### src/rtl/cms_pkg.sv
package cms_pkg;
  typedef enum logic [1:0] {
    MC_NOP   = 2'd0,
    MC_READ  = 2'd1,
    MC_WRITE = 2'd2,
    MC_REF   = 2'd3
  } mcmd_e;

  typedef enum logic [2:0] {
    S_IDLE, S_CRD, S_CWR, S_HOST, S_WAIT, S_REF
  } slot_e;
endpackage

### src/rtl/cms_sync.sv
module cms_sync #(
  parameter int W = 3
) (
  input  logic         clk,
  input  logic         rst_n,
  input  logic [W-1:0] d_n,
  output logic [W-1:0] lvl_n,
  output logic [W-1:0] fall
);
  logic [W-1:0] s_q, s_d, p_q, p_d;

  always_comb begin
    s_d = d_n;
    p_d = s_q;
  end

  always_ff @(posedge clk or negedge rst_n) begin
    if (!rst_n) begin
      s_q <= '1;
      p_q <= '1;
    end else begin
      s_q <= s_d;
      p_q <= p_d;
    end
  end

  assign lvl_n = s_q;
  assign fall  = p_q & ~s_q;
endmodule

### src/rtl/cms_seq.sv
module cms_seq
  import cms_pkg::*;
#(
  parameter int MAW    = 6,
  parameter int DW     = 16,
  parameter int RD_LAT = 4
) (
  input  logic           clk,
  input  logic           rst_n,
  input  logic           rd_go,
  input  logic           wr_go,
  input  logic [MAW-1:0] c_addr,
  input  logic [1:0]     c_be,
  input  logic [DW-1:0]  c_wdata,
  input  logic           host_valid,
  input  logic [MAW-1:0] host_addr,
  input  logic           host_we,
  input  logic [1:0]     host_be,
  input  logic [DW-1:0]  host_wdata,
  output logic           host_ready,
  output logic [1:0]     mem_cmd,
  output logic [MAW-1:0] mem_addr,
  output logic [1:0]     mem_be,
  output logic [DW-1:0]  mem_wdata,
  output logic           cap_con,
  output logic           cap_host
);
  localparam int CW = (RD_LAT > 2) ? $clog2(RD_LAT) : 1;
  localparam logic [CW-1:0] WAIT_INIT = CW'(RD_LAT - 2);

  slot_e st_q, st_d;
  logic [CW-1:0] cnt_q, cnt_d;
  logic own_q, own_d;
  mcmd_e cmd;

  always_comb begin
    st_d = st_q; cnt_d = cnt_q; own_d = own_q;
    host_ready = 1'b0; cmd = MC_NOP;
    mem_addr = c_addr; mem_be = c_be; mem_wdata = c_wdata;
    cap_con = 1'b0; cap_host = 1'b0;
    case (st_q)
      S_IDLE: begin
        if (rd_go)      st_d = S_CRD;
        else if (wr_go) st_d = S_CWR;
      end
      S_CRD: begin
        cmd = MC_READ; mem_be = 2'b11;
        cnt_d = WAIT_INIT; own_d = 1'b0; st_d = S_WAIT;
      end
      S_CWR: begin
        cmd = MC_WRITE; st_d = S_HOST;
      end
      S_HOST: begin
        if (host_valid) begin
          host_ready = 1'b1;
          mem_addr = host_addr; mem_be = host_be; mem_wdata = host_wdata;
          if (host_we) begin
            cmd = MC_WRITE; st_d = S_REF;
          end else begin
            cmd = MC_READ; cnt_d = WAIT_INIT; own_d = 1'b1; st_d = S_WAIT;
          end
        end else begin
          st_d = S_REF;
        end
      end
      S_WAIT: begin
        if (cnt_q == '0) begin
          cap_con  = ~own_q;
          cap_host = own_q;
          st_d = own_q ? S_REF : S_HOST;
        end else begin
          cnt_d = cnt_q - 1'b1;
        end
      end
      S_REF: begin
        cmd = MC_REF; st_d = S_IDLE;
      end
      default: st_d = S_IDLE;
    endcase
  end

  always_ff @(posedge clk or negedge rst_n) begin
    if (!rst_n) begin
      st_q <= S_IDLE; cnt_q <= '0; own_q <= 1'b0;
    end else begin
      st_q <= st_d; cnt_q <= cnt_d; own_q <= own_d;
    end
  end

  assign mem_cmd = cmd;

  // a grant never repeats in the next cycle
  p_one_grant_r7: assert property (@(posedge clk) disable iff (!rst_n)
    host_ready |=> !host_ready);
  // a host phase without a host read leads straight into refresh
  p_ref_closes_r10: assert property (@(posedge clk) disable iff (!rst_n)
    (st_q == S_HOST && !(host_valid && !host_we)) |=> mem_cmd == MC_REF);
  // a refresh is the last command of its slot
  p_ref_last_r6: assert property (@(posedge clk) disable iff (!rst_n)
    mem_cmd == MC_REF |=> mem_cmd == MC_NOP);
endmodule

### src/rtl/cms_rdhold.sv
module cms_rdhold #(
  parameter int DW = 16
) (
  input  logic          clk,
  input  logic          rst_n,
  input  logic          cap_con,
  input  logic          cap_host,
  input  logic          rd_lvl_n,
  input  logic [DW-1:0] mem_rdata,
  output logic [DW-1:0] cart_rdata,
  output logic [DW-1:0] host_rdata,
  output logic          host_rvalid
);
  logic [DW-1:0] crd_q, crd_d, hrd_q, hrd_d;
  logic          hv_q, hv_d;

  always_comb begin
    crd_d = cap_con  ? mem_rdata : crd_q;
    hrd_d = cap_host ? mem_rdata : hrd_q;
    hv_d  = cap_host;
  end

  always_ff @(posedge clk or negedge rst_n) begin
    if (!rst_n) begin
      crd_q <= '0; hrd_q <= '0; hv_q <= 1'b0;
    end else begin
      crd_q <= crd_d; hrd_q <= hrd_d; hv_q <= hv_d;
    end
  end

  assign cart_rdata  = crd_q;
  assign host_rdata  = hrd_q;
  assign host_rvalid = hv_q;

  // cartridge data steady under a low read strobe unless captured
  p_rdata_hold_r8: assert property (@(posedge clk) disable iff (!rst_n)
    (!rd_lvl_n && !cap_con) |=> $stable(cart_rdata));
  // host response is a single-cycle pulse
  p_rvalid_pulse_r7: assert property (@(posedge clk) disable iff (!rst_n)
    host_rvalid |=> !host_rvalid);
endmodule

### src/rtl/cart_mem_sched.sv
module cart_mem_sched
  import cms_pkg::*;
#(
  parameter int BAW     = 8,
  parameter int MAW     = 6,
  parameter int DW      = 16,
  parameter int RD_LAT  = 4,
  parameter int WIN_SEL = 1
) (
  input  logic           clk,
  input  logic           rst_n,
  input  logic [BAW-1:0] cart_addr,
  input  logic           cart_rd_n,
  input  logic           cart_hiwr_n,
  input  logic           cart_lowr_n,
  input  logic [DW-1:0]  cart_wdata,
  output logic [DW-1:0]  cart_rdata,
  input  logic           host_valid,
  output logic           host_ready,
  input  logic [MAW-1:0] host_addr,
  input  logic           host_we,
  input  logic [1:0]     host_be,
  input  logic [DW-1:0]  host_wdata,
  output logic           host_rvalid,
  output logic [DW-1:0]  host_rdata,
  output logic [1:0]     mem_cmd,
  output logic [MAW-1:0] mem_addr,
  output logic [1:0]     mem_be,
  output logic [DW-1:0]  mem_wdata,
  input  logic [DW-1:0]  mem_rdata
);
  localparam int SW = BAW - MAW;
  localparam logic [SW-1:0] WIN = SW'(WIN_SEL);

  logic [1:0] rq;
  logic       rst_i;
  always_ff @(posedge clk or negedge rst_n) begin
    if (!rst_n) rq <= 2'b00;
    else        rq <= {rq[0], 1'b1};
  end
  assign rst_i = rq[1];

  logic [2:0] lvl_n, fall;
  cms_sync #(.W(3)) u_sync (
    .clk(clk), .rst_n(rst_i),
    .d_n({cart_rd_n, cart_hiwr_n, cart_lowr_n}),
    .lvl_n(lvl_n), .fall(fall)
  );

  logic [BAW-1:0] addr_s, addr_sd;
  logic [DW-1:0]  wd_s, wd_sd;
  logic [MAW-1:0] ca_q, ca_d;
  logic [1:0]     cb_q, cb_d;
  logic [DW-1:0]  cw_q, cw_d;
  logic hit, rd_go, wr_go, evt;

  always_comb begin
    addr_sd = cart_addr;
    wd_sd   = cart_wdata;
    hit   = (addr_s[BAW-1:MAW] == WIN);
    rd_go = fall[2] & hit;
    wr_go = (fall[1] | fall[0]) & hit;
    evt   = rd_go | wr_go;
    ca_d  = evt ? addr_s[MAW-1:0] : ca_q;
    cb_d  = evt ? (rd_go ? 2'b11 : ~lvl_n[1:0]) : cb_q;
    cw_d  = evt ? wd_s : cw_q;
  end

  always_ff @(posedge clk or negedge rst_i) begin
    if (!rst_i) begin
      addr_s <= '0; wd_s <= '0; ca_q <= '0; cb_q <= '0; cw_q <= '0;
    end else begin
      addr_s <= addr_sd; wd_s <= wd_sd; ca_q <= ca_d; cb_q <= cb_d; cw_q <= cw_d;
    end
  end

  logic cap_con, cap_host;
  cms_seq #(.MAW(MAW), .DW(DW), .RD_LAT(RD_LAT)) u_seq (
    .clk(clk), .rst_n(rst_i), .rd_go(rd_go), .wr_go(wr_go),
    .c_addr(ca_q), .c_be(cb_q), .c_wdata(cw_q),
    .host_valid(host_valid), .host_addr(host_addr), .host_we(host_we),
    .host_be(host_be), .host_wdata(host_wdata), .host_ready(host_ready),
    .mem_cmd(mem_cmd), .mem_addr(mem_addr), .mem_be(mem_be),
    .mem_wdata(mem_wdata), .cap_con(cap_con), .cap_host(cap_host)
  );

  cms_rdhold #(.DW(DW)) u_rd (
    .clk(clk), .rst_n(rst_i), .cap_con(cap_con), .cap_host(cap_host),
    .rd_lvl_n(lvl_n[2]), .mem_rdata(mem_rdata),
    .cart_rdata(cart_rdata), .host_rdata(host_rdata), .host_rvalid(host_rvalid)
  );
endmodule

### config.mk
export PLATFORM = sky130hd
export DESIGN_NAME = cart_mem_sched
export DESIGN_NICKNAME = d
export VERILOG_FILES = /design/src/rtl/cms_pkg.sv /design/src/rtl/cms_sync.sv /design/src/rtl/cms_seq.sv /design/src/rtl/cms_rdhold.sv /design/src/rtl/cart_mem_sched.sv
export SDC_FILE = /design/constraint.sdc
export NUM_CORES = 1
export LEC_CHECK = 0
export ABC_AREA = 1
export BUFFER_PORTS_ARGS = -buffer_cell sky130_fd_sc_hd__clkbuf_2
export CAP_MARGIN = 40
export CORE_UTILIZATION = 50
export DETAILED_ROUTE_END_ITERATION = 8
export PLACE_DENSITY = 0.89
export SYNTH_ARGS = -nofsm -noshare
export SYNTH_HDL_FRONTEND = slang
export SYNTH_HIERARCHICAL = 1
export SYNTH_SLANG_ARGS = --single-unit
### constraint.sdc
create_clock -name clk -period 3.75 [get_ports clk]
set_clock_uncertainty 0.2 [all_clocks]
set_input_delay 0.1875 -clock clk [delete_from_list [all_inputs] [get_ports clk]]
set_output_delay 0.1875 -clock clk [all_outputs]
set_load 0.01 [all_outputs]
==> run metrics, run 1 <==
initial antenna violation count 0; core area 7370 sq um; vias in the first global route 3395; Worst-path clk slew 90 ps; register area share after synthesis 61.3%; fillers 558; Synth area leader dfrtp_1; syn_nets 505; Starting DRT DRC Count 180; Peak VDD IR 0.000403 V; crit path time final 2300 ps; Worst-Margin Slew 564 ps; clk buf depth 2; chip width 90.2 microns; CP cell instances inv_4 > nand3_4 > nor2_8 > inv_4 > nand2_1 > nand2_1 > clkbuf_2; Pwr Density 592 nW/um^2; PortBufs 130; Pins Over Slew Limit 0; slowest cell delay on critical path 490 ps; most frequent cell after synthesis nand2_1; R2R Path End cw_q[6]; first-pass GRT wire length 15500 microns; Initial Util 52.8%; diode count 0; Startpoint Class flip-flop; GR Overflow Total 0; status finished clean; Multi-input gate area 1260 sq um; R2R Setup Slk 1750 ps; FMAX 0.434 GHz; Hold Fails Final Rpt 0; Avg Inst Size Synth 8.99 sq um; # IOs 131; Pleak 2.89 nW; Detail Placement HPWL 5910 microns; number of flops mapped to enable cells by yosys 0; die span in y 90.2 microns; Root Driver clkbuf_8; Seq. cell area 2390 sq um; synthesized area 3890 sq um; die area 8140 sq um; setup_tns 0 ps; CP Capture Type primary output; Util after Layout 70.5%; TritonCTS clock tree yes; Setup Buffers After CTS 0; Async SR Flop Fraction 100%; H-tree depth 3; Worst EP arrival 1910 ps; Post-synth top flop dfrtp_1; Nets 681; RSZ-0062 raised after global routing no; Routed Antenna Nets 0; most common library cells after synthesis nand2_1 (236), dfrtp_1 (89), nand3_1 (37), inv_1 (17), buf_6 (12); Crit Path Max Fanout 28; Post-Syn Instances 433; Yosys top cell area share 57.2%; top post-synthesis cells by area dfrtp_1 (57%), nand2_1 (23%), nand3_1 (4.8%); crit path from u_seq/st_q[2]; hold crit path type reg -> async; Worst-Skew Late Latency 350 ps; gr usage total 24.2%; via density per instance 4.82; Crit Path Class reg -> out; Final setup violation count 0; CP Data Required Time 3360 ps; # rows 31; Slew headroom 62.4%; total vias in the final route 3439; Tcrit/Tclk final 61.4%; TritonCTS Sinks 95; placer congestion estimate 0.829; WL/cell 12.9 microns; Area Growth Syn to Fin 33.6%; synth warn 6; layout cells sized above 1 28.0%; crit path to mem_wdata[13]; drt drc 0; max-cap check violation count 0; worst r2r path cells 6; Total Wirelength 9180 microns; FF-to-FF Start u_sync/p_q[2]; TritonCTS buffer count 9; slowest cell on the critical path dfrtp_1; largest net degree at the start of global routing 55; Synth Register Bits 95; Cell variety after synth 23; DRT Pass-1 Iters 4
[worst min-delay path by stage]
stage / endpoint / slack, ps / depth (start not counted)
after floorplan: rq[0] / -310 / 0
after detailed placement: rq[1] / -220 / 1
after global routing: u_rd/host_rdata[11] / 130 / 0
after CTS: u_rd/cart_rdata[9] / 100 / 0
after global placement: rq[0] / -230 / 1
final: u_rd/cart_rdata[12] / 80 / 0
[per-stage QoR]
step | setup WS (ps) | cells | area (sq um) | hold slack, ps | power, W
finish | 1450 | 713 | 5200 | 81.1 | 0.00308
global route | 1290 | 713 | 5200 | 129 | 0.00329
CTS | 1430 | 713 | 5200 | 103 | 0.00307
detailed placement | 1750 | 650 | 4570 | -223 | 0.00246
global placement | 1850 | 649 | 4540 | -227 | 0.00240
floorplan | 718 | 433 | 3890 | -308 | 0.00206
[cells by family after synthesis]
logic type | Yosys count | share of synthesized area [%]
adders and majority gates | 1 | 0.321
AOI/OAI and AO/OA | 3 | 0.450
DFF | 95 | 61.3
buffers and inverters | 37 | 6.40
and+or+nand+nor | 296 | 31.5
other | 1 | 0.0963
[critical path: cells and delay by family (launching register included)]
kind | cells | cell delay [ps]
AND/OR/NAND/NOR | 4 | 610
flip-flops | 1 | 490
buffers and inverters | 3 | 450
[placed cells by master, fill, tap and decap left out]
cell type	instances
ha_1	1
dfrtp_1	88
nand3_4	1
conb_1	1
dfstp_2	6
clkbuf_2	130
inv_1	17
clkinv_2	6
dfrtp_4	1
inv_4	2
inv_6	3
nand2_1	236
buf_16	1
nand3_1	37
nand2_2	2
nand3_2	1
dlygate4sd3_1	47
nor2_8	1
o211ai_1	1
clkbuf_8	9
buf_4	3
nand3b_1	1
nor2_2	5
o21ai_0	1
nand2_4	1
nor2_1	10
nand4_1	1
a21oi_1	1
[sequential cells by signal (all words and copies together), names as in the netlist]
name	count
u_seq/st_q	3
cw_q	16
ca_q	6
u_rd/cart_rdata	16
rq	2
addr_s	8
u_sync/lvl_n	3
u_sync/p_q	3
cb_q	2
wd_s	16
u_seq/cnt_q	2
u_seq/own_q	1
u_rd/host_rdata	16
u_rd/host_rvalid	1
[per-layer routing]
layer / global-route usage [%] / part of all wire [%] / vias to the layer above
met5: 0 / 0 / -
met4: 10.3 / 1.9 / 0
met3: 4.65 / 6.0 / 13
met2: 41.2 / 50 / 139
met1: 30.0 / 42 / 1613
li1: - / - / 1674
[layout make-up]
class / count / share of cell area, %
clock buffers: 9 / 2.38
clock inverters: 7 / 0.746
inverters: 21 / 1.81
multi-input cells: 301 / 24.2
flip-flops and latches: 95 / 45.9
well taps: 99 / 2.38
repair buffers: 181 / 22.5
[where the power goes]
part	internal, W	total (W)	switching (W)
Clock	0.000236	0.000573	0.000337
Sequential	0.00129	0.00148	0.000189
Combinational	0.000422	0.00103	0.000609
Total	0.00195	0.00308	0.00113
[what timing repair did]
item | CTS | global route
hold buffers | 47 | 0
resized for setup | 0 | 0
endpoints found under the hold margin | 63 | 0
Note: power is estimated with default switching activity, not from simulation.
==> run 2: changes to the inputs <==
--- a/config.mk
+++ b/config.mk
@@ -8,9 +8,9 @@
 export ABC_AREA = 1
 export BUFFER_PORTS_ARGS = -buffer_cell sky130_fd_sc_hd__clkbuf_2
 export CAP_MARGIN = 40
-export CORE_UTILIZATION = 50
+export CORE_UTILIZATION = 45
 export DETAILED_ROUTE_END_ITERATION = 8
-export PLACE_DENSITY = 0.89
+export PLACE_DENSITY = 0.85
 export SYNTH_ARGS = -nofsm -noshare
 export SYNTH_HDL_FRONTEND = slang
 export SYNTH_HIERARCHICAL = 1
==> constraint.sdc (replaced) <==
create_clock -name clk -period 1.9 [get_ports clk]
set_clock_uncertainty 0.2 [all_clocks]
set_input_delay 0.095 -clock clk [delete_from_list [all_inputs] [get_ports clk]]
set_output_delay 0.095 -clock clk [all_outputs]
set_load 0.01 [all_outputs]
==> run metrics, run 2 (synthesized netlist as in run 1, its figures left out) <==
fin worst setup slack -47.4 ps; largest net degree at the start of global routing 39; Worst EP arrival 1650 ps; Worst-Skew Late Latency 340 ps; Crit Path Max Fanout 11; total vias in the final route 3561; Pleak 3.03 nW; Tcrit/Tclk final 102%; Root Driver clkbuf_8; gr usage total 21.7%; post-route cell area 5530 sq um; max-cap check violation count 0; TritonCTS clock tree yes; setup_tns -310 ps; dpl cell area 4650 sq um; RSZ-0062 raised after global routing yes; layout cells sized above 1 32.2%; CP Capture Type primary output; Nets 697; commonest cells after routing, fill and taps aside nand2_1 (223), clkbuf_2 (108), dfrtp_1 (85); die span in y 95.0 microns; TritonCTS Sinks 95; Starting DRT DRC Count 141; clk buf depth 2; Area Growth Syn to Fin 42.1%; drt drc 0; H-tree depth 3; Detail Placement HPWL 6250 microns; Hold Fails Final Rpt 0; worst hold slack 39.4 ps; R2R Path End u_rd/cart_rdata[14]; Pins Over Slew Limit 0; FF-to-FF Start u_seq/st_q[1]; Pwr Density 1160 nW/um^2; via density per instance 4.84; Peak VDD IR 0.000754 V; PortBufs 130; # rows 33; status finished with violations; TritonCTS buffer count 9; Routed Antenna Nets 0; Total Wirelength 9900 microns; Worst-path clk slew 80 ps; WL/cell 13.5 microns; Initial Util 46.9%; hold crit path type reg -> async; chip width 95.0 microns; crit path time final 1950 ps; initial antenna violation count 1; FMAX 0.514 GHz; GR Overflow Total 0; worst r2r path cells 7; die area 9030 sq um; CP Data Required Time 1600 ps; R2R Setup Slk 230 ps; # IOs 131; vias in the first global route 3456; most common cell after layout, fill and taps aside nand2_1; crit path to mem_wdata[5]; crit path from u_seq/st_q[2]; DRT Pass-1 Iters 5; first-pass GRT wire length 14900 microns; placer congestion estimate 0.763; violated checks setup timing; Startpoint Class flip-flop; Final setup violation count 15; core area 8300 sq um; Crit Path Class reg -> out
run 2: final cells by class:
cell class	count	area (sq um)
clock buffers	14	173
multi-input cells	301	1310
repair buffers	196	1400
flip-flops and latches	95	2390
repair inverters	1	8.76
diodes	1	2.50
well taps	105	131
inverters	21	106
clock inverters	2	13.8
fillers	635	2770
run 2: how the worst min path moves through the flow:
stage	endpoint	cells after the start
floorplan	rq[0]	0
global placement	rq[0]	1
detailed placement	rq[0]	1
CTS	addr_s[6]	0
global route	addr_s[6]	0
finish	addr_s[6]	0
run 2: report_power, final:
part	switching [W]	internal [W]
logic	0.00130	0.000993
registers	0.000351	0.00255
clock network	0.000634	0.000586
total	0.00228	0.00413
run 2: worst max-delay path, cell delays in order (launching register included):
cell,delay [ps]
dfrtp_2,440
clkinv_4,70
nand3_4,90
nor2_8,150
buf_12,150
clkbuf_16,150
nand2_1,60
nand2_1,70
buf_2,130
run 2: stage by stage:
stage	setup slack (ps)	power, W	cells	util (%)
2_1_floorplan	107	0.00407	433	-
3_3_place_gp	306	0.00481	661	56.1
3_5_place_dp	256	0.00492	661	56.1
4_1_cts	10.6	0.00625	725	64.1
5_1_grt	-121	0.00686	736	66.7
6_report	-47.4	0.00641	736	66.7
run 2: layer usage:
| layer | GRT usage (%) | wire length [microns] |
|---|---|---|
| met1 | 24.1 | 3930 |
| met2 | 39.4 | 5160 |
| met3 | 5.72 | 751 |
| met4 | 8.59 | 67 |
| met5 | 0 | 0 |
run 2: repair_timing:
action	4_1_cts	5_1_grt
gates cloned	0	3
setup buffers	1	7
resized for setup	1	50
setup endpoints to repair	22	24
pin swaps	0	5
hold endpoints to repair	63	0
hold buffers	47	0
==> run 3: changes to the inputs <==
--- a/config.mk
+++ b/config.mk
@@ -8,6 +8,7 @@
 export ABC_AREA = 1
 export BUFFER_PORTS_ARGS = -buffer_cell sky130_fd_sc_hd__clkbuf_2
 export CAP_MARGIN = 40
+export CORE_ASPECT_RATIO = 0.9
 export CORE_UTILIZATION = 45
 export DETAILED_ROUTE_END_ITERATION = 8
 export PLACE_DENSITY = 0.85
==> run metrics, run 3 (synthesized netlist as in run 1, its figures left out) <==
vias in the first global route 3423; chip width 100 microns; Peak VDD IR 0.000626 V; FF-to-FF Start u_seq/st_q[1]; layout cells sized above 1 34.6%; RSZ-0062 raised after global routing yes; die span in y 90.2 microns; Tcrit/Tclk final 98.8%; drt drc 0; Clk network pwr share 18.2%; max-cap check violation count 0; core area 8220 sq um; Crit Path Max Fanout 5; Starting DRT DRC Count 214; placer congestion estimate 0.832; Final setup violation count 0; Pins Over Slew Limit 0; fillers 632; PortBufs 130; switching part of the total power 36.5%; Pleak 3.02 nW; Initial Util 47.3%; gr usage total 21.8%; H-tree depth 3; die area 9030 sq um; sequential share of power 45.1%; R2R Setup Slk 160 ps; status finished clean; DRT Pass-1 Iters 4; Total Wirelength 10000 microns; combinational share of power 36.7%; Crit Path Class reg -> out; # rows 31; TritonCTS buffer count 9; R2R Path End u_rd/host_rdata[13]; Tot Pwr 0.00640 W; commonest cells after routing, fill and taps aside nand2_1 (211), clkbuf_2 (109), dfrtp_1 (85); Root Driver clkbuf_8; crit path time final 1880 ps; Pwr Density 1150 nW/um^2; TritonCTS Sinks 95; Area Growth Syn to Fin 43.5%; crit path from u_seq/st_q[2]; Hold Fails Final Rpt 0; hold crit path type reg -> async; FMAX 0.532 GHz; most common cell after layout, fill and taps aside nand2_1; NetSw 0.00234 W; Multi-input gate area 1340 sq um; Power Internal 0.00406 W; Routed Antenna Nets 0; GR Overflow Total 0; Startpoint Class flip-flop; Nets 697; clk buf depth 2; CP Data Required Time 1600 ps; WL/cell 13.5 microns; Worst EP arrival 1580 ps; crit path to mem_wdata[14]; first-pass GRT wire length 15400 microns; post-route cell area 5590 sq um; total vias in the final route 3546; largest net degree at the start of global routing 62; via density per instance 4.76; dpl cell area 4660 sq um; initial antenna violation count 0; # IOs 131; Detail Placement HPWL 6220 microns; worst r2r path cells 7; Worst-path clk slew 90 ps; TritonCTS clock tree yes; CP Capture Type primary output; diode count 0; Worst-Skew Late Latency 350 ps; Seq. cell area 2390 sq um
run 3: cell count changes in the layout (fill, tap and decap cells not counted), moves of 2 or more:
cell	before	now
nand3_1	37	35
nand2_1	223	211
clkinv_4	2	0
nand3_2	1	3
clkbuf_8	12	9
clkinvlp_4	0	5
buf_2	19	16
nand2_2	13	25
buf_6	4	6
run 3: power by group through the flow:
stage	clock network [W]	registers, W	logic (W)
6_report	0.00117	0.00289	0.00235
5_1_grt	0.00129	0.00296	0.00259
4_1_cts	0.00119	0.00288	0.00218
3_5_place_dp	0	0.00292	0.00201
3_3_place_gp	0	0.00291	0.00192
2_1_floorplan	0	0.00303	0.00104
run 3: worst max-delay path: stages (launching register included):
cell and delay (ps):
dfrtp_2 440, inv_4 70, nand3_4 90, nor2_8 130
buf_12 140, clkbuf_16 150, nand2_1 50, nand2_1 60
buf_2 120
run 3: layer usage:
layer / part of all wire, % / track usage, % / wire length (microns)
met5: 0 / 0 / 0
met4: 2.7 / 9.90 / 272
met3: 4.9 / 5.21 / 490
met2: 53 / 37.5 / 5290
met1: 40 / 25.8 / 3980
run 3: final cells by class:
cell class	count	share of cell area, %
clock buffer	10	2.28
multi-input combinational	301	24.1
inverter	21	1.86
timing repair buffer	197	25.6
clock inverter	6	0.829
tap	115	2.58
sequential	95	42.8
run 3: through the flow:
step	setup WS [ps]	hold slack [ps]	cells	setup TNS (ps)	util (%)
after floorplan	107	-401	433	0	-
after global placement	263	-316	672	0	56.7
after detailed placement	216	-314	672	0	56.7
after CTS	1.39	38.6	742	0	65.8
after global routing	-51.6	55.8	745	-624	67.9
final	22.0	28.5	745	0	67.9
run 3: worst min-delay path by stage:
stage | from | to
2_1_floorplan | rst_n | rq[0]
4_1_cts | rq[1] | u_rd/host_rdata[9]
3_3_place_gp | rst_n | rq[0]
3_5_place_dp | rst_n | rq[0]
5_1_grt | rq[1] | u_rd/cart_rdata[11]
6_report | rq[1] | u_rd/host_rdata[9]
run 3: what timing repair did:
item | in CTS | in global routing
hold endpoints to repair | 63 | 0
gates cloned | 1 | 2
resized for setup | 6 | 60
pin swaps | 1 | 12
endpoints found under the setup margin | 24 | 25
buffers inserted | 6 | 2
hold buffers | 47 | 0
